[config.mk]
export PLATFORM = sky130hd
export DESIGN_NAME = alarm_timer_irq
export DESIGN_NICKNAME = d
export VERILOG_FILES = /design/src/rtl/atu_pkg.sv /design/src/rtl/atu_timer.sv /design/src/rtl/atu_match.sv /design/src/rtl/atu_flags.sv /design/src/rtl/atu_irq.sv /design/src/rtl/alarm_timer_irq.sv
export SDC_FILE = /design/constraint.sdc
export NUM_CORES = 1
export LEC_CHECK = 0
export CORE_MARGIN = 4
export CORE_UTILIZATION = 30
export CTS_BUF_LIST = sky130_fd_sc_hd__clkbuf_16
export DETAILED_ROUTE_END_ITERATION = 8
export DONT_BUFFER_PORTS = 1
export PLACE_DENSITY = 0.5
export SLEW_MARGIN = 25
export SYNTH_ARGS = -nofsm -noshare
export SYNTH_HDL_FRONTEND = slang
export SYNTH_SLANG_ARGS = --single-unit
[constraint.sdc]
create_clock -name clk -period 2.8 [get_ports clk]
set_clock_uncertainty 0.1 [all_clocks]
set_input_delay 0.28 -clock clk [delete_from_list [all_inputs] [get_ports clk]]
set_output_delay 0.28 -clock clk [all_outputs]
set_load 0.05 [all_outputs]
[src/rtl/atu_pkg.sv]
`timescale 1ns/1ps
// Shared types for the alarm/timer/interrupt unit.
// Assumes byte-wide BCD counter and alarm registers.
package atu_pkg;
    localparam int BYTE_W  = 8;
    localparam int N_LANES = 6;   // hund, sec, min, hour, year/date, weekday/month

    typedef logic [BYTE_W-1:0] byte_t;

    typedef enum logic [1:0] {
        AK_NONE    = 2'b00,
        AK_DAILY   = 2'b01,
        AK_WEEKDAY = 2'b10,
        AK_DATED   = 2'b11
    } alarm_kind_e;

    typedef enum logic [2:0] {
        TR_OFF  = 3'b000,
        TR_HUND = 3'b001,
        TR_SEC  = 3'b010,
        TR_MIN  = 3'b011,
        TR_HOUR = 3'b100,
        TR_DAY  = 3'b101,
        TR_RSV6 = 3'b110,
        TR_RSV7 = 3'b111
    } tmr_res_e;

    // Alarm control byte, MSB first.
    typedef struct packed {
        logic        irq_alarm;   // bit 7
        logic        tmr_alarm;   // bit 6
        alarm_kind_e kind;        // bits 5:4
        logic        irq_timer;   // bit 3
        tmr_res_e    res;         // bits 2:0
    } alm_ctl_t;

    // One BCD increment of a two-digit value (legal input assumed).
    function automatic byte_t bcd_step(byte_t v);
        byte_t r;
        if (v[3:0] >= 4'd9) begin
            r[3:0] = 4'd0;
            r[7:4] = v[7:4] + 4'd1;
        end else begin
            r[3:0] = v[3:0] + 4'd1;
            r[7:4] = v[7:4];
        end
        return r;
    endfunction
endpackage

[src/rtl/atu_timer.sv]
`timescale 1ns/1ps
// BCD timer 00..TOP with tick-resolution select and software load.
// Assumes ticks are single-cycle pulses and loads are legal BCD.
module atu_timer
    import atu_pkg::*;
#(
    parameter int    N_TICKS = 5,
    parameter byte_t TOP     = 8'h99
) (
    input  logic               clk,
    input  logic               rst_n,
    input  logic               run,
    input  tmr_res_e           res,
    input  logic [N_TICKS-1:0] ticks,
    input  logic               wr,
    input  byte_t              wdata,
    output byte_t              q,
    output logic               wrap
);
    logic step;

    // Pick the tick matching the resolution code (code i+1 -> tick i).
    always_comb begin
        step = 1'b0;
        for (int i = 0; i < N_TICKS; i++) begin
            if (int'(res) == i + 1) step = ticks[i];
        end
        step = step & run;
    end

    // Wrap fires on a step from TOP unless a load overrides it.
    assign wrap = step && !wr && (q == TOP);

    // Timer register: load, wrap to zero, or BCD count.
    always_ff @(posedge clk) begin
        if (!rst_n) begin
            q <= '0;
        end else if (wr) begin
            q <= wdata;
        end else if (step) begin
            q <= (q == TOP) ? '0 : bcd_step(q);
        end
    end
endmodule

[src/rtl/atu_match.sv]
`timescale 1ns/1ps
// Alarm comparators with rising-edge hit detection.
// Clock alarm compares masked lanes; weekday kind also consults a day mask.
// Assumes the weekday field sits in bits 7:5 of the weekday/month lane.
module atu_match
    import atu_pkg::*;
#(
    parameter byte_t DATE_MASK  = 8'h3F,
    parameter byte_t MONTH_MASK = 8'h1F,
    parameter int    N_WDAYS    = 7
) (
    input  logic        clk,
    input  logic        rst_n,
    input  logic        enable,
    input  alarm_kind_e kind,
    input  logic        tmr_alarm_en,
    input  byte_t       cnt [N_LANES],
    input  byte_t       al  [N_LANES],
    input  byte_t       tmr_q,
    input  byte_t       al_timer,
    output logic        clk_hit,
    output logic        tmr_hit
);
    localparam int WD_LANE = N_LANES - 1;
    localparam int YD_LANE = N_LANES - 2;

    logic [N_LANES-1:0] lane_eq;
    logic [2:0]         wday;
    logic               wday_ok;
    logic               clk_match, tmr_match;
    logic               clk_prev, tmr_prev;

    // Per-lane masked equality; mask depends on alarm kind.
    for (genvar i = 0; i < N_LANES; i++) begin : g_lane
        byte_t msk;
        if (i == YD_LANE) begin : g_date
            assign msk = (kind == AK_DATED) ? DATE_MASK : '0;
        end else if (i == WD_LANE) begin : g_month
            assign msk = (kind == AK_DATED) ? MONTH_MASK : '0;
        end else begin : g_time
            assign msk = (kind != AK_NONE) ? '1 : '0;
        end
        assign lane_eq[i] = ((cnt[i] ^ al[i]) & msk) == '0;
    end

    assign wday = cnt[WD_LANE][7:5];

    // Weekday mask lookup, valid days only.
    always_comb begin
        wday_ok = 1'b0;
        if (int'(wday) < N_WDAYS) wday_ok = al[WD_LANE][wday];
    end

    // Clock and timer match levels.
    always_comb begin
        clk_match = enable && (kind != AK_NONE) && (&lane_eq)
                    && ((kind != AK_WEEKDAY) || wday_ok);
        tmr_match = enable && tmr_alarm_en && (tmr_q == al_timer);
    end

    // Remember last cycle's match levels for edge detection.
    always_ff @(posedge clk) begin
        if (!rst_n) begin
            clk_prev <= 1'b0;
            tmr_prev <= 1'b0;
        end else begin
            clk_prev <= clk_match;
            tmr_prev <= tmr_match;
        end
    end

    assign clk_hit = clk_match && !clk_prev;
    assign tmr_hit = tmr_match && !tmr_prev;
endmodule

[src/rtl/atu_flags.sv]
`timescale 1ns/1ps
// Sticky alarm and timer flags; software write beats a same-cycle set.
module atu_flags (
    input  logic       clk,
    input  logic       rst_n,
    input  logic       a_set,
    input  logic       t_set,
    input  logic       wr,
    input  logic [1:0] wdata,
    output logic       aflag,
    output logic       tflag
);
    // Flag registers: write has priority, else set events latch.
    always_ff @(posedge clk) begin
        if (!rst_n) begin
            aflag <= 1'b0;
            tflag <= 1'b0;
        end else if (wr) begin
            aflag <= wdata[1];
            tflag <= wdata[0];
        end else begin
            if (a_set) aflag <= 1'b1;
            if (t_set) tflag <= 1'b1;
        end
    end
endmodule

[src/rtl/atu_irq.sv]
`timescale 1ns/1ps
// Interrupt level: flag/enable OR when alarms on, else 1 Hz square wave
// taken from the hundredths count (high for the first half second).
module atu_irq
    import atu_pkg::*;
#(
    parameter byte_t HALF_SEC = 8'h50
) (
    input  logic  clk,
    input  logic  rst_n,
    input  logic  alarm_en,
    input  byte_t cnt_hund,
    input  logic  aflag,
    input  logic  tflag,
    input  logic  irq_alarm,
    input  logic  irq_timer,
    output logic  int_n
);
    logic sq_q;

    // Square-wave register, high below the half-second mark.
    always_ff @(posedge clk) begin
        if (!rst_n) sq_q <= 1'b1;
        else        sq_q <= (cnt_hund < HALF_SEC);
    end

    // Output selection.
    always_comb begin
        if (alarm_en) int_n = !((aflag && irq_alarm) || (tflag && irq_timer));
        else          int_n = sq_q;
    end
endmodule

[src/rtl/alarm_timer_irq.sv]
`timescale 1ns/1ps
// Top of the alarm/timer/interrupt unit. Packs counter and alarm bytes
// into lanes, runs the timer, detects alarm edges, keeps flags and drives
// the interrupt. Assumes counters change only on their tick cycles.
module alarm_timer_irq
    import atu_pkg::*;
(
    input  logic       clk,
    input  logic       rst_n,
    input  logic       alarm_en,
    input  logic [7:0] alm_ctl,
    input  logic       tick_hund,
    input  logic       tick_sec,
    input  logic       tick_min,
    input  logic       tick_hour,
    input  logic       tick_day,
    input  logic [7:0] cnt_hund,
    input  logic [7:0] cnt_sec,
    input  logic [7:0] cnt_min,
    input  logic [7:0] cnt_hour,
    input  logic [7:0] cnt_yd,
    input  logic [7:0] cnt_wm,
    input  logic [7:0] al_hund,
    input  logic [7:0] al_sec,
    input  logic [7:0] al_min,
    input  logic [7:0] al_hour,
    input  logic [7:0] al_date,
    input  logic [7:0] al_month,
    input  logic [7:0] al_timer,
    input  logic       tmr_wr,
    input  logic [7:0] tmr_wdata,
    input  logic       flag_wr,
    input  logic [1:0] flag_wdata,
    output logic [7:0] timer_q,
    output logic       alarm_flag,
    output logic       timer_flag,
    output logic       int_n
);
    localparam int N_TICKS = 5;

    alm_ctl_t           ctl;
    byte_t              cnt_l [N_LANES];
    byte_t              al_l  [N_LANES];
    logic [N_TICKS-1:0] ticks;
    logic               wrap, clk_hit, tmr_hit;

    assign ctl   = alm_ctl_t'(alm_ctl);
    assign ticks = {tick_day, tick_hour, tick_min, tick_sec, tick_hund};

    // Lane packing in counter order.
    always_comb begin
        cnt_l[0] = cnt_hund;  al_l[0] = al_hund;
        cnt_l[1] = cnt_sec;   al_l[1] = al_sec;
        cnt_l[2] = cnt_min;   al_l[2] = al_min;
        cnt_l[3] = cnt_hour;  al_l[3] = al_hour;
        cnt_l[4] = cnt_yd;    al_l[4] = al_date;
        cnt_l[5] = cnt_wm;    al_l[5] = al_month;
    end

    atu_timer #(.N_TICKS(N_TICKS), .TOP(8'h99)) u_timer (
        .clk   (clk),
        .rst_n (rst_n),
        .run   (alarm_en),
        .res   (ctl.res),
        .ticks (ticks),
        .wr    (tmr_wr),
        .wdata (tmr_wdata),
        .q     (timer_q),
        .wrap  (wrap)
    );

    atu_match #(.DATE_MASK(8'h3F), .MONTH_MASK(8'h1F), .N_WDAYS(7)) u_match (
        .clk          (clk),
        .rst_n        (rst_n),
        .enable       (alarm_en),
        .kind         (ctl.kind),
        .tmr_alarm_en (ctl.tmr_alarm),
        .cnt          (cnt_l),
        .al           (al_l),
        .tmr_q        (timer_q),
        .al_timer     (al_timer),
        .clk_hit      (clk_hit),
        .tmr_hit      (tmr_hit)
    );

    atu_flags u_flags (
        .clk   (clk),
        .rst_n (rst_n),
        .a_set (clk_hit || tmr_hit),
        .t_set (wrap),
        .wr    (flag_wr),
        .wdata (flag_wdata),
        .aflag (alarm_flag),
        .tflag (timer_flag)
    );

    atu_irq #(.HALF_SEC(8'h50)) u_irq (
        .clk       (clk),
        .rst_n     (rst_n),
        .alarm_en  (alarm_en),
        .cnt_hund  (cnt_hund),
        .aflag     (alarm_flag),
        .tflag     (timer_flag),
        .irq_alarm (ctl.irq_alarm),
        .irq_timer (ctl.irq_timer),
        .int_n     (int_n)
    );
endmodule

Word level (Yosys, flattened, before mapping)
Index checks and enable logic that the tools add are counted.
- register bits: 13
- input port bits: 132
- output and inout port bits: 11
- logic and storage cells: 86
- add/sub/neg operators: 2
- order comparisons: 4
- eq/ne operators: 9
- muxes and demuxes: 20
- bitwise gates (word level): 13
- reductions and logical operators: 31
- operators by type and width (kind ; number):
    8-bit bitwise AND ; 6
    8-bit zero test ; 6
    8-bit bitwise XOR ; 6
    8-bit 2-to-1 mux ; 5
    3-bit equality test (second input constant) ; 4
    1-bit 2-to-1 mux ; 12
    1-bit logical AND ; 11
    4-bit by 1-bit adder with 4-bit output (second input constant) ; 2
    8-bit equality test ; 1
    8-bit equality test (second input constant) ; 1
    8-bit by 7-bit < comparator with 1-bit output (second input constant) ; 1
    2-bit nonzero test ; 4
    6-bit 2-to-1 mux ; 1
    6-bit AND reduction ; 1
    5-bit 2-to-1 mux ; 1
    4-bit >= comparator (second input constant) ; 1
    1-bit zero test ; 4
    3-bit by 4-bit < comparator with 1-bit output (second input constant) ; 1
    1-bit binary-select mux with 3-bit select ; 1
    3-bit by 2-bit equality test with 1-bit output (second input constant) ; 1
    1-bit logical OR ; 3
    3-bit < comparator (second input constant) ; 1
    3-bit nonzero test ; 1
    2-bit equality test (second input constant) ; 1
    3 further kinds ; 3

Depth between registers and ports, before layout
Gate-level depths: netlist of the first run.
- depth in word-level cells: 11
- mapped depth: 8
- mapped depth without buffers: 8

By module
Synthesis of the first run repeated with hierarchy kept, for this count alone.
- cell total of the unflattened synthesis: 178
- area total of the unflattened synthesis: 1512.7 µm²
- by module, submodules not included (module ; times used ; cells each ; area an instance (µm²)):
    atu_match ; 1 ; 84 ; 721.9
    atu_timer ; 1 ; 82 ; 656.9
    atu_flags ; 1 ; 6 ; 72.6
    atu_irq ; 1 ; 5 ; 55.1
    alarm_timer_irq ; 1 ; 1 ; 6.3

Worst setup path before layout of the first run
OpenSTA, ideal clock, no wires.
- kind: register to register
- start: reg u_timer.q[1]
- end: reg u_timer.q[4]
- library setup time: 116 ps
- data arrival time: 2019 ps
- data required time: 2584 ps
- slack: 565 ps
- stages on the path, launching flop included: 6
- buffers on the path: 0
- cells stage by stage: dfxtp_1 -> inv_1 -> ha_1 -> o31ai_1 -> o21ai_1 -> o211a_1
- longest elaborated chain between the ends: 4
- elaborated cells on any way between the ends: 7
- those cells by class: order compare (1); eq/ne (1); mux (3); reduce/logical (2)
- ends and longest elaborated chain (item ; line ; RTL):
    start: declaration ; atu_timer.sv:17 ; output byte_t q,
    start signal: assignment ; atu_timer.sv:39 ; q <= wdata;
    start signal: assignment ; atu_timer.sv:41 ; q <= (q == TOP) ? '0 : bcd_step(q);
    parallel branches: the longest is 4 deep, another holds 4-bit >= comparator ; n/a ;
Several ways; the timed one is not identified. The select of a mux whose other input is x is not followed.
A chain may end at the register's enable or synchronous reset.

Worst setup path in the final report of the first run
- start: reg u_timer.q[0]
- end: reg u_timer.q[7]
The elaborated chain is that of the path after synthesis.

==> results of run 1 <==
==> per-layer routing <==
layer	routed length (um)	part of all wire	global-route usage
met5	0	0	0
met4	0	0	0.0107
met3	619	0.14	0.0749
met2	2310	0.53	0.269
met1	1390	0.32	0.130
==> critical path, delay by kind of cell, from the launching register on <==
| family | cells | cell delay [ns] |
|---|---|---|
| buffers and inverters | 2 | 0.42 |
| DFF | 1 | 0.36 |
| AOI/OAI and AO/OA | 3 | 0.47 |
| and+or+nand+nor | 2 | 0.50 |
| adders and majority gates | 1 | 0.21 |
==> cell usage in the layout, fill, tap and decap left out, drive strengths merged, types with 3 or more instances in the layout <==
cell,count
xor2,23
o211ai,3
dfxtp,13
nor4,5
nand3,3
inv,10
nor3,6
nand4,9
nand2,8
nor2,5
mux2i,3
xnor2,28
clkbuf,3
buf,9
o31ai,3
a21oi,6
o21ai,12
ha,5
==> metrics by stage <==
stage,area [um2],power [W],hold slack [ns],utilization,setup WS [ns]
global placement,1550,0.000398,0.273,0.345,0.676
floorplan,1440,0.000369,0.291,-,0.565
CTS,1630,0.000673,0.0411,0.363,0.684
finish,1640,0.000661,0.0415,0.363,0.677
detailed placement,1550,0.000402,0.287,0.345,0.654
global route,1640,0.000703,0.0496,0.363,0.534
==> cell families after synthesis <==
group / Yosys count / share of synthesized area
xor gates and xnor gates: 51 / 0.324
and+or+nand+nor: 49 / 0.198
AOI/OAI and AO/OA: 38 / 0.175
buffers and inverters: 13 / 0.0340
DFF: 13 / 0.181
muxes: 5 / 0.0444
adders and majority gates: 5 / 0.0436
==> worst paths after layout <==
check | startpoint | to | slack (ns) | depth (start not counted)
setup / recovery | u_timer.q[0] | u_timer.q[7] | 0.68 | 8
hold reg to reg | u_match.clk_prev | u_flags.aflag | 0.39 | 2
hold / removal | rst_n | u_irq.sq_q | 0.04 | 1
setup reg to reg | u_timer.q[0] | u_timer.q[7] | 0.68 | 8
==> flip-flops by register name, summed over array words and instances (netlist names) <==
register          cells
u_match.tmr_prev      1
u_flags.tflag         1
u_irq.sq_q            1
u_flags.aflag         1
u_timer.q             8
u_match.clk_prev      1
==> final cells by class <==
cell class | count | share of cell area
Timing Repair Buffer | 9 | 0.0413
Tap cell | 52 | 0.0398
Clock inverter | 1 | 0.00230
Antenna cell | 1 | 0.00153
Inverter | 9 | 0.0207
Clock buffer | 3 | 0.0459
Multi-Input combinational cell | 148 | 0.689
Sequential cell | 13 | 0.159
==> power groups by stage <==
stage | clock network [W] | registers (W) | logic [W]
after global placement | 0 | 0.000214 | 0.000184
final | 0.000264 | 0.000210 | 0.000187
after floorplan | 0 | 0.000246 | 0.000123
after CTS | 0.000273 | 0.000211 | 0.000189
after global routing | 0.000286 | 0.000212 | 0.000206
after detailed placement | 0 | 0.000214 | 0.000188
==> results.py, run 1 <==
metrics = {
    "placed_design": {
        "placed_cells": 231,
        "place_congestion": 0.808,
        "port-buffer-count": 0,
        "dp_hpwl_um": 3890,
    },
    "layout": {
        "area_delta_synth_final_pct": 13.9,
        "drive_above_1_share": 0.0929,
        "fillCellCount": 473,
        "regArea_um2": 260,
        "layout.cells.non_filler": 236,
        "multi_input_area_mm2": 0.00113,
        "fin_nets": 321,
    },
    "clock_tree": {
        "clkSinkCount": 13,
        "cts_root_buf": "clkbuf_16",
        "cts_buffers": 3,
        "cts.reportedPaths.clkPinSlew_ns": 0.05,
        "cts_setup_buffers": 0,
        "cts_resized": 0,
        "clk_path_buf_depth": 2,
        "cts_tree": "built",
        "htreeDepth": 1,
        "cts_hold_buf": 0,
        "clk_latency_ns": 0.24,
    },
    "synthesis": {
        "synth_nets": 311,
        "ys_seq_elements": 13,
        "async_flop_share": 0,
        "yosysSeqAreaShare": 0.181,
        "synth_area_mm2": 0.00144,
        "syn_inst": 174,
        "yosysMostFrequentCell": "xnor2_1",
        "synth_ff_type": "dfxtp_1",
        "synth_top_area_share": 0.181,
        "yosys-top-cells-area": "dfxtp_1 (18%), xnor2_1 (17%), xor2_1 (13%), ha_1 (4.4%), nand4_1 (3.9%)",
        "synth.distinct_cells": 41,
        "yosys-top-cells-count": "xnor2_1 (28), xor2_1 (22), dfxtp_1 (13)",
        "synth-warning-count": 0,
        "synth_top_area_cell": "dfxtp_1",
        "synth_edf_count": 0,
        "syn_area_per_cell_um2": 8.26,
    },
    "setup_path": {
        "cpMaxStageDelayCell": "or3_1",
        "end_kind": "flop",
        "cp_max_fo": 8,
        "path_cells": "buf_4 -> ha_1 -> o31ai_1 -> buf_4 -> or3_1 -> o31ai_1 -> nand2_1 -> a21boi_1",
        "cp_slowest_stage_delay_ns": 0.41,
        "start_kind": "flop",
        "worstPathArrival_ns": 2.20,
        "critPathKind": "flop to flop",
        "critical_path_required_ns": 2.87,
    },
    "sta": {
        "rsz0062_at_grt": "no",
        "tns_ns": 0,
        "tightest_slew_ns": 0.712,
        "setup-violations-final": 0,
        "slew_headroom": 0.522,
        "maxSlewViolCount": 0,
        "finalHoldViolations": 0,
        "fmax_mhz": 471,
        "period_needed_ns": 2.12,
        "timing.final.crit_share": 0.758,
    },
    "power": {
        "p_sw_frac": 0.287,
        "peakVddDrop_v": 0.000238,
        "p_int_w": 0.000472,
        "p_comb_frac": 0.282,
        "leakagePower_nw": 0.591,
        "p_sw_w": 0.000190,
        "clkPwrFrac": 0.400,
        "seqPwrFrac": 0.318,
        "p_per_area_mw_per_mm2": 404,
    },
    "grt": {
        "gr-total-overflow": 0,
        "grt_usage": 0.138,
        "antenna_found_initial": 1,
        "grt_max_degree": 14,
        "grt_pass1_wl_um": 6750,
        "grt_pass1_vias": 1435,
    },
    "floorplan": {
        "io_pins": 143,
        "core_mm2": 0.00450,
        "die_y_um": 77.2,
        "dieArea_mm2": 0.00596,
        "die_w_um": 77.2,
        "row_count": 24,
        "start_util": 0.319,
    },
    "detailed_routing": {
        "drt-initial-drc-count": 32,
        "wl_per_cell_um": 18.3,
        "viasPerCell": 5.57,
        "postRouteWirelength_um": 4320,
        "drc": 0,
        "firstDrtPassIters": 4,
        "ant_nets": 0,
        "num_vias": 1314,
    },
    "hold_path": {
        "worstHoldPathType": "primary input to flop",
    },
    "status": {
        "status": "complete, no violations",
    },
    "flow_run": {
        "max_cap_viol_count": 0,
    },
}
Power figures use the tool's default switching activity.
==> run 2, diff against run 1 <==
ABC_AREA = 1   (was not set)
clock period = 2.1 ns   (was 2.8 ns; I/O delays follow)
==> run 2 against run 1 <==
Register-to-register slack worse by 0.37 ns. Maximum frequency is 18% higher. Routed wire length is 24% higher. Total power is 40% higher. Design area is 26% higher. Global-route usage is 0.15 points higher. Sequential power is 32% higher. Count of clock-buffer cells in the layout stayed put. Combinational power is 56% higher. Non-clock buffer count is 1 higher. First-iteration DRC count is 50% higher. Critical path type unchanged.
==> results.py, run 2 <==
metrics = {
    "status": {
        "status": "complete, no violations",
    },
    "clock_tree": {
        "cts_buffers": 3,
        "clkSinkCount": 13,
        "htreeDepth": 1,
        "cts_tree": "built",
        "clk_latency_ns": 0.24,
        "cts_root_buf": "clkbuf_16",
        "cts_resized": 0,
        "cts.reportedPaths.clkPinSlew_ns": 0.04,
        "clk_path_buf_depth": 2,
    },
    "layout": {
        "top_register": "u_timer.q",
        "fin_nets": 501,
        "layout.cells.non_filler": 438,
        "drive_above_1_share": 0.0744,
        "antenna_cells": 0,
        "largest_register_ffs": 8,
        "area_delta_synth_final_pct": 13.5,
        "final_util": 0.350,
        "fillCellCount": 688,
        "mostFrequentLayoutCells": "nand2_1 (117), inv_1 (71), nor2_1 (49)",
        "final_common_cell": "nand2_1",
    },
    "grt": {
        "grt_pass1_vias": 1973,
        "gr-total-overflow": 0,
        "antenna_found_initial": 0,
        "grt_usage": 0.140,
        "grt_max_degree": 12,
        "grt_pass1_wl_um": 8360,
    },
    "placed_design": {
        "dp_hpwl_um": 4830,
        "placed_cells": 433,
        "port-buffer-count": 0,
        "place_congestion": 0.844,
    },
    "setup_path": {
        "cp_slowest_stage_delay_ns": 0.43,
        "path_depth": 8,
        "critical_path_required_ns": 2.12,
        "path_delay_family": "simple AND/OR/NAND/NOR gates",
        "rrSetupSlack_ns": 0.30,
        "regToRegStartpoint": "u_timer.q[1]",
        "startpoint": "u_timer.q[1]",
        "critPathKind": "flop to flop",
        "start_kind": "flop",
        "cp_max_fo": 5,
        "worstPathArrival_ns": 1.81,
        "path_cells": "inv_1 -> ha_1 -> nand4_1 -> nor3_1 -> nand3b_1 -> nor2_1 -> a21oi_1 -> a21oi_1",
        "critPathMostFrequentCell": "a21oi_1",
        "critical_path_buf_inv_count": 1,
        "reg2regPathDepth": 8,
        "end_kind": "flop",
        "cpMaxStageDelayCell": "nor3_1",
    },
    "synthesis": {
        "yosys.area_share.adder": 0.0345,
        "syn_area_per_cell_um2": 5.19,
        "yosys-top-cells-area": "nand2_1 (24%), inv_1 (14%), dfxtp_1 (14%), nor2_1 (10%), o21ai_0 (4.4%)",
        "syn_inst": 350,
        "synth-warning-count": 0,
        "yosysSeqAreaShare": 0.143,
        "synth_top_family_by_area": "simple AND/OR/NAND/NOR gates",
        "synth_nets": 487,
        "async_flop_share": 0,
        "yosys-top-cells-count": "nand2_1 (117), inv_1 (70), nor2_1 (49), o21ai_0 (16), nand3_1 (15)",
        "synth_ff_type": "dfxtp_1",
        "synth.distinct_cells": 30,
        "yosysMostFrequentCell": "nand2_1",
        "synth_compound_area_frac": 0.135,
        "synth_top_area_cell": "nand2_1",
        "synth_top_area_share": 0.242,
        "synthSimpleGateAreaFrac": 0.459,
        "synth_xor_area_frac": 0.0724,
        "synth_edf_count": 0,
        "ys_seq_elements": 13,
        "synth_mux_area_frac": 0,
        "synth_area_mm2": 0.00182,
    },
    "detailed_routing": {
        "viasPerCell": 4.66,
        "firstDrtPassIters": 4,
        "drc": 0,
        "wl_per_cell_um": 12.3,
        "drt-initial-drc-count": 48,
        "ant_nets": 0,
        "postRouteWirelength_um": 5370,
        "num_vias": 2041,
    },
    "sta": {
        "timing.final.crit_share": 0.856,
        "maxSlewViolCount": 0,
        "tns_ns": 0,
        "slew_headroom": 0.606,
        "tightest_slew_ns": 0.590,
        "setup-violations-final": 0,
        "fmax_mhz": 556,
        "period_needed_ns": 1.80,
        "rsz0062_at_grt": "no",
        "finalHoldViolations": 0,
    },
    "hold_path": {
        "hold_depth": 2,
        "worstHoldPathType": "primary input to flop",
        "hp-start": "rst_n",
    },
    "floorplan": {
        "die_y_um": 85.8,
        "core_mm2": 0.00589,
        "dieArea_mm2": 0.00736,
        "row_count": 28,
        "start_util": 0.308,
        "die_w_um": 85.8,
        "io_pins": 143,
    },
    "power": {
        "leakagePower_nw": 1.15,
        "power_w": 0.000923,
        "p_per_area_mw_per_mm2": 448,
        "peakVddDrop_v": 0.000470,
    },
    "flow_run": {
        "max_cap_viol_count": 0,
    },
}
run 2: changes by cell type after synthesis, moves of 4 or more:
cell,previous run,this run
xnor2_1,28,9
inv_1,9,70
nand2_1,8,117
clkbuf_1,4,0
a21oi_1,6,10
nand3_1,3,15
nand4_1,9,4
xor2_1,22,6
nor2_1,5,49
o21ai_0,9,16
run 2: cell type report:
class                      instances  area (um2)  share of cell area
inverter                          74         278               0.135
multi-input combinational        262        1270               0.617
timing repair buffer              10        77.6              0.0376
clock inverter                     1        3.75             0.00182
sequential                        13         260               0.126
tap                               75        93.8              0.0455
clock buffer                       3        75.1              0.0364
run 2: through the flow:
step | worst slack (ns) | hold slack [ns] | area [um2]
after global placement | 0.346 | 0.181 | 1970
after floorplan | 0.143 | 0.179 | 1820
after detailed placement | 0.322 | 0.184 | 1970
after global routing | 0.167 | 0.0349 | 2060
final | 0.303 | 0.0123 | 2060
after CTS | 0.303 | 0.00884 | 2060
run 2: routing by layer:
metal | vias up | global-route usage | share of wire
met4 | 0 | 0.0317 | 0.0056
met3 | 4 | 0.0490 | 0.12
met5 | - | 0 | 0
met2 | 98 | 0.266 | 0.49
met1 | 849 | 0.145 | 0.39
li1 | 1090 | - | -
run 2: cells by family (layout without fill, tap and decap cells):
| logic type | count (synthesis) | count (layout) |
|---|---|---|
| fa+ha+maj | 5 | 5 |
| simple gates | 202 | 202 |
| xor+xnor | 15 | 15 |
| flops | 13 | 13 |
| buf+inv | 75 | 88 |
| compound gates | 40 | 40 |
run 2: power breakdown:
group | switching [W] | leakage [nW] | internal, W
Combinational | 0.000179 | 1.00 | 0.000113
Clock | 0.000102 | 0.0423 | 0.000251
Sequential | 0.0000174 | 0.107 | 0.000261
Total | 0.000299 | 1.15 | 0.000625
run 2: repair_timing:
item                                   4_1_cts  5_1_grt
endpoints found under the hold margin        2        0
setup buffers                                0        0
hold buffers                                 1        0
run 2: path summary, 6_finish.rpt:
kind	endpoint
setup / recovery	u_timer.q[3]
hold / removal	u_flags.aflag
setup reg to reg	u_timer.q[3]
hold reg to reg	u_flags.aflag
==> run 3, diff against run 2 <==
--- a/config.mk
+++ b/config.mk
@@ -7,10 +7,12 @@
 export LEC_CHECK = 0
 export ABC_AREA = 1
+export CELL_PAD_IN_SITES_DETAIL_PLACEMENT = 1
+export CELL_PAD_IN_SITES_GLOBAL_PLACEMENT = 2
 export CORE_MARGIN = 4
-export CORE_UTILIZATION = 30
+export CORE_UTILIZATION = 27
 export CTS_BUF_LIST = sky130_fd_sc_hd__clkbuf_16
 export DETAILED_ROUTE_END_ITERATION = 8
 export DONT_BUFFER_PORTS = 1
-export PLACE_DENSITY = 0.5
+export PLACE_DENSITY = 0.86
 export SLEW_MARGIN = 25
 export SYNTH_ARGS = -nofsm -noshare
==> constraint.sdc (replaced) <==
create_clock -name clk -period 2.1 [get_ports clk]
set_clock_uncertainty 0.1 [all_clocks]
set_input_delay 0.21 -clock clk [delete_from_list [all_inputs] [get_ports clk]]
set_output_delay 0.21 -clock clk [all_outputs]
set_load 0.1 [all_outputs]
==> run 3 against run 2 <==
Critical path type unchanged. Count of clock-buffer cells in the layout unchanged. Register-to-register slack better by 0.04 ns. Sequential share of layout area up 0.081 points. Clock power up 5%. Sequential power down 2%.
==> results.py, run 3 (synthesis gave the netlist of run 2 again) <==
metrics = {
    "setup_path": {
        "worstPathArrival_ns": 1.80,
        "critPathMostFrequentCell": "inv_1",
        "timing.rr.end": "u_timer.q[7]",
        "reg2regPathDepth": 10,
        "start_kind": "flop",
        "end_kind": "flop",
        "cp_max_fo": 5,
        "critPathKind": "flop to flop",
        "startpoint": "u_timer.q[1]",
        "setup.worst_path.end": "u_timer.q[7]",
        "cpMaxStageDelayCell": "dfxtp_2",
        "path_cells": "inv_1 -> ha_1 -> inv_1 -> a31oi_4 -> nor2_1 -> inv_1 -> nand2_2 -> nand2_1 -> nand2_1 -> nor2_1",
        "regToRegStartpoint": "u_timer.q[1]",
        "rrSetupSlack_ns": 0.34,
        "cp_slowest_stage_delay_ns": 0.32,
        "critical_path_required_ns": 2.14,
    },
    "clock_tree": {
        "cts_tree": "built",
        "clk_path_buf_depth": 2,
        "cts_root_buf": "clkbuf_16",
        "cts_setup_buffers": 0,
        "cts_resized": 0,
        "htreeDepth": 1,
        "clk_latency_ns": 0.25,
        "cts_hold_buf": 1,
        "cts.reportedPaths.clkPinSlew_ns": 0.05,
        "cts_buffers": 3,
        "clkSinkCount": 13,
    },
    "power": {
        "leakagePower_nw": 1.16,
        "p_sw_w": 0.000371,
        "p_int_w": 0.000631,
        "peakVddDrop_v": 0.000206,
        "p_comb_frac": 0.356,
        "seqPwrFrac": 0.272,
        "p_per_area_mw_per_mm2": 480,
        "clkPwrFrac": 0.372,
        "p_sw_frac": 0.371,
    },
    "floorplan": {
        "die_w_um": 90,
        "io_pins": 143,
        "start_util": 0.283,
        "core_mm2": 0.00642,
        "dieArea_mm2": 0.00810,
        "die_y_um": 90,
        "row_count": 29,
    },
    "sta": {
        "maxSlewViolCount": 0,
        "fmax_mhz": 569,
        "period_needed_ns": 1.76,
        "setup-violations-final": 0,
        "slew_headroom": 0.663,
        "finalHoldViolations": 0,
        "tightest_slew_ns": 0.507,
        "timing.final.crit_share": 0.837,
        "rsz0062_at_grt": "no",
        "tns_ns": 0,
    },
    "detailed_routing": {
        "postRouteWirelength_um": 6290,
        "viasPerCell": 4.82,
        "firstDrtPassIters": 4,
        "num_vias": 2136,
        "ant_nets": 0,
        "drt-initial-drc-count": 29,
        "drc": 0,
        "wl_per_cell_um": 14.2,
    },
    "layout": {
        "multi_input_area_mm2": 0.00127,
        "top_register": "u_timer.q",
        "final_util": 0.325,
        "fin_nets": 503,
        "area_delta_synth_final_pct": 15.0,
        "largest_register_ffs": 8,
        "final_common_cell": "nand2_1",
        "fillCellCount": 904,
        "drive_above_1_share": 0.0932,
        "mostFrequentLayoutCells": "nand2_1 (117), inv_1 (70), nor2_1 (49)",
        "regArea_um2": 265,
        "post-route-cell-area_mm2": 0.00209,
    },
    "hold_path": {
        "worstHoldPathType": "primary input to flop",
    },
    "status": {
        "status": "complete, no violations",
    },
    "grt": {
        "grt_pass1_wl_um": 10500,
        "grt_pass1_vias": 2364,
        "grt_usage": 0.154,
        "gr-total-overflow": 0,
        "grt_max_degree": 12,
        "antenna_found_initial": 2,
    },
    "placed_design": {
        "dpl-instance-area_mm2": 0.00199,
        "port-buffer-count": 0,
        "place_congestion": 0.835,
        "dp_hpwl_um": 5700,
    },
    "flow_run": {
        "max_cap_viol_count": 0,
    },
}
[run 3: layout make-up]
cell class | count | area share
inverters | 74 | 0.133
diodes | 1 | 0.00120
well taps | 77 | 0.0462
repair buffers | 12 | 0.0444
multi-input cells | 262 | 0.610
clock buffers | 3 | 0.0360
flip-flops and latches | 13 | 0.127
clock inverters | 1 | 0.00240
[run 3: worst min path at each step]
stage                      from       endpoint  cells after the start  slack (ns)
after CTS                 rst_n  u_flags.tflag                      2       0.008
after floorplan           rst_n     u_irq.sq_q                      1        0.18
after detailed placement  rst_n     u_irq.sq_q                      1        0.18
after global placement    rst_n     u_irq.sq_q                      1        0.18
after global routing      rst_n  u_flags.tflag                      2        0.03
final                     rst_n  u_flags.tflag                      2       0.006
[run 3: stage by stage]
| step | hold slack, ns | power, W | worst slack (ns) | cells |
|---|---|---|---|---|
| finish | 0.00629 | 0.00100 | 0.341 | 443 |
| global route | 0.0316 | 0.00106 | 0.197 | 443 |
| CTS | 0.00815 | 0.00101 | 0.328 | 442 |
| detailed placement | 0.184 | 0.000637 | 0.371 | 437 |
| global placement | 0.183 | 0.000626 | 0.417 | 437 |
| floorplan | 0.179 | 0.000572 | 0.0233 | 350 |
[run 3: power by group through the flow]
stage	registers, W	clock network (W)	logic (W)
after floorplan	0.000364	0	0.000209
after global placement	0.000277	0	0.000349
after detailed placement	0.000278	0	0.000359
after CTS	0.000273	0.000378	0.000363
after global routing	0.000275	0.000388	0.000402
final	0.000273	0.000372	0.000357
[run 3: per-layer routing]
layer / vias to the layer above / global-route usage / routed length, um
li1: 1097 / - / -
met1: 941 / 0.152 / 2280
met3: 8 / 0.0684 / 760
met5: - / 0 / 7
met4: 2 / 0.0357 / 58
met2: 88 / 0.294 / 3180
[run 3: critical path: cells and delay by family (launching register included)]
| family | cells | cell delay, ns |
|---|---|---|
| compound gates | 1 | 0.10 |
| fa+ha+maj | 1 | 0.22 |
| buf+inv | 3 | 0.33 |
| flops | 1 | 0.32 |
| simple gates | 5 | 0.58 |
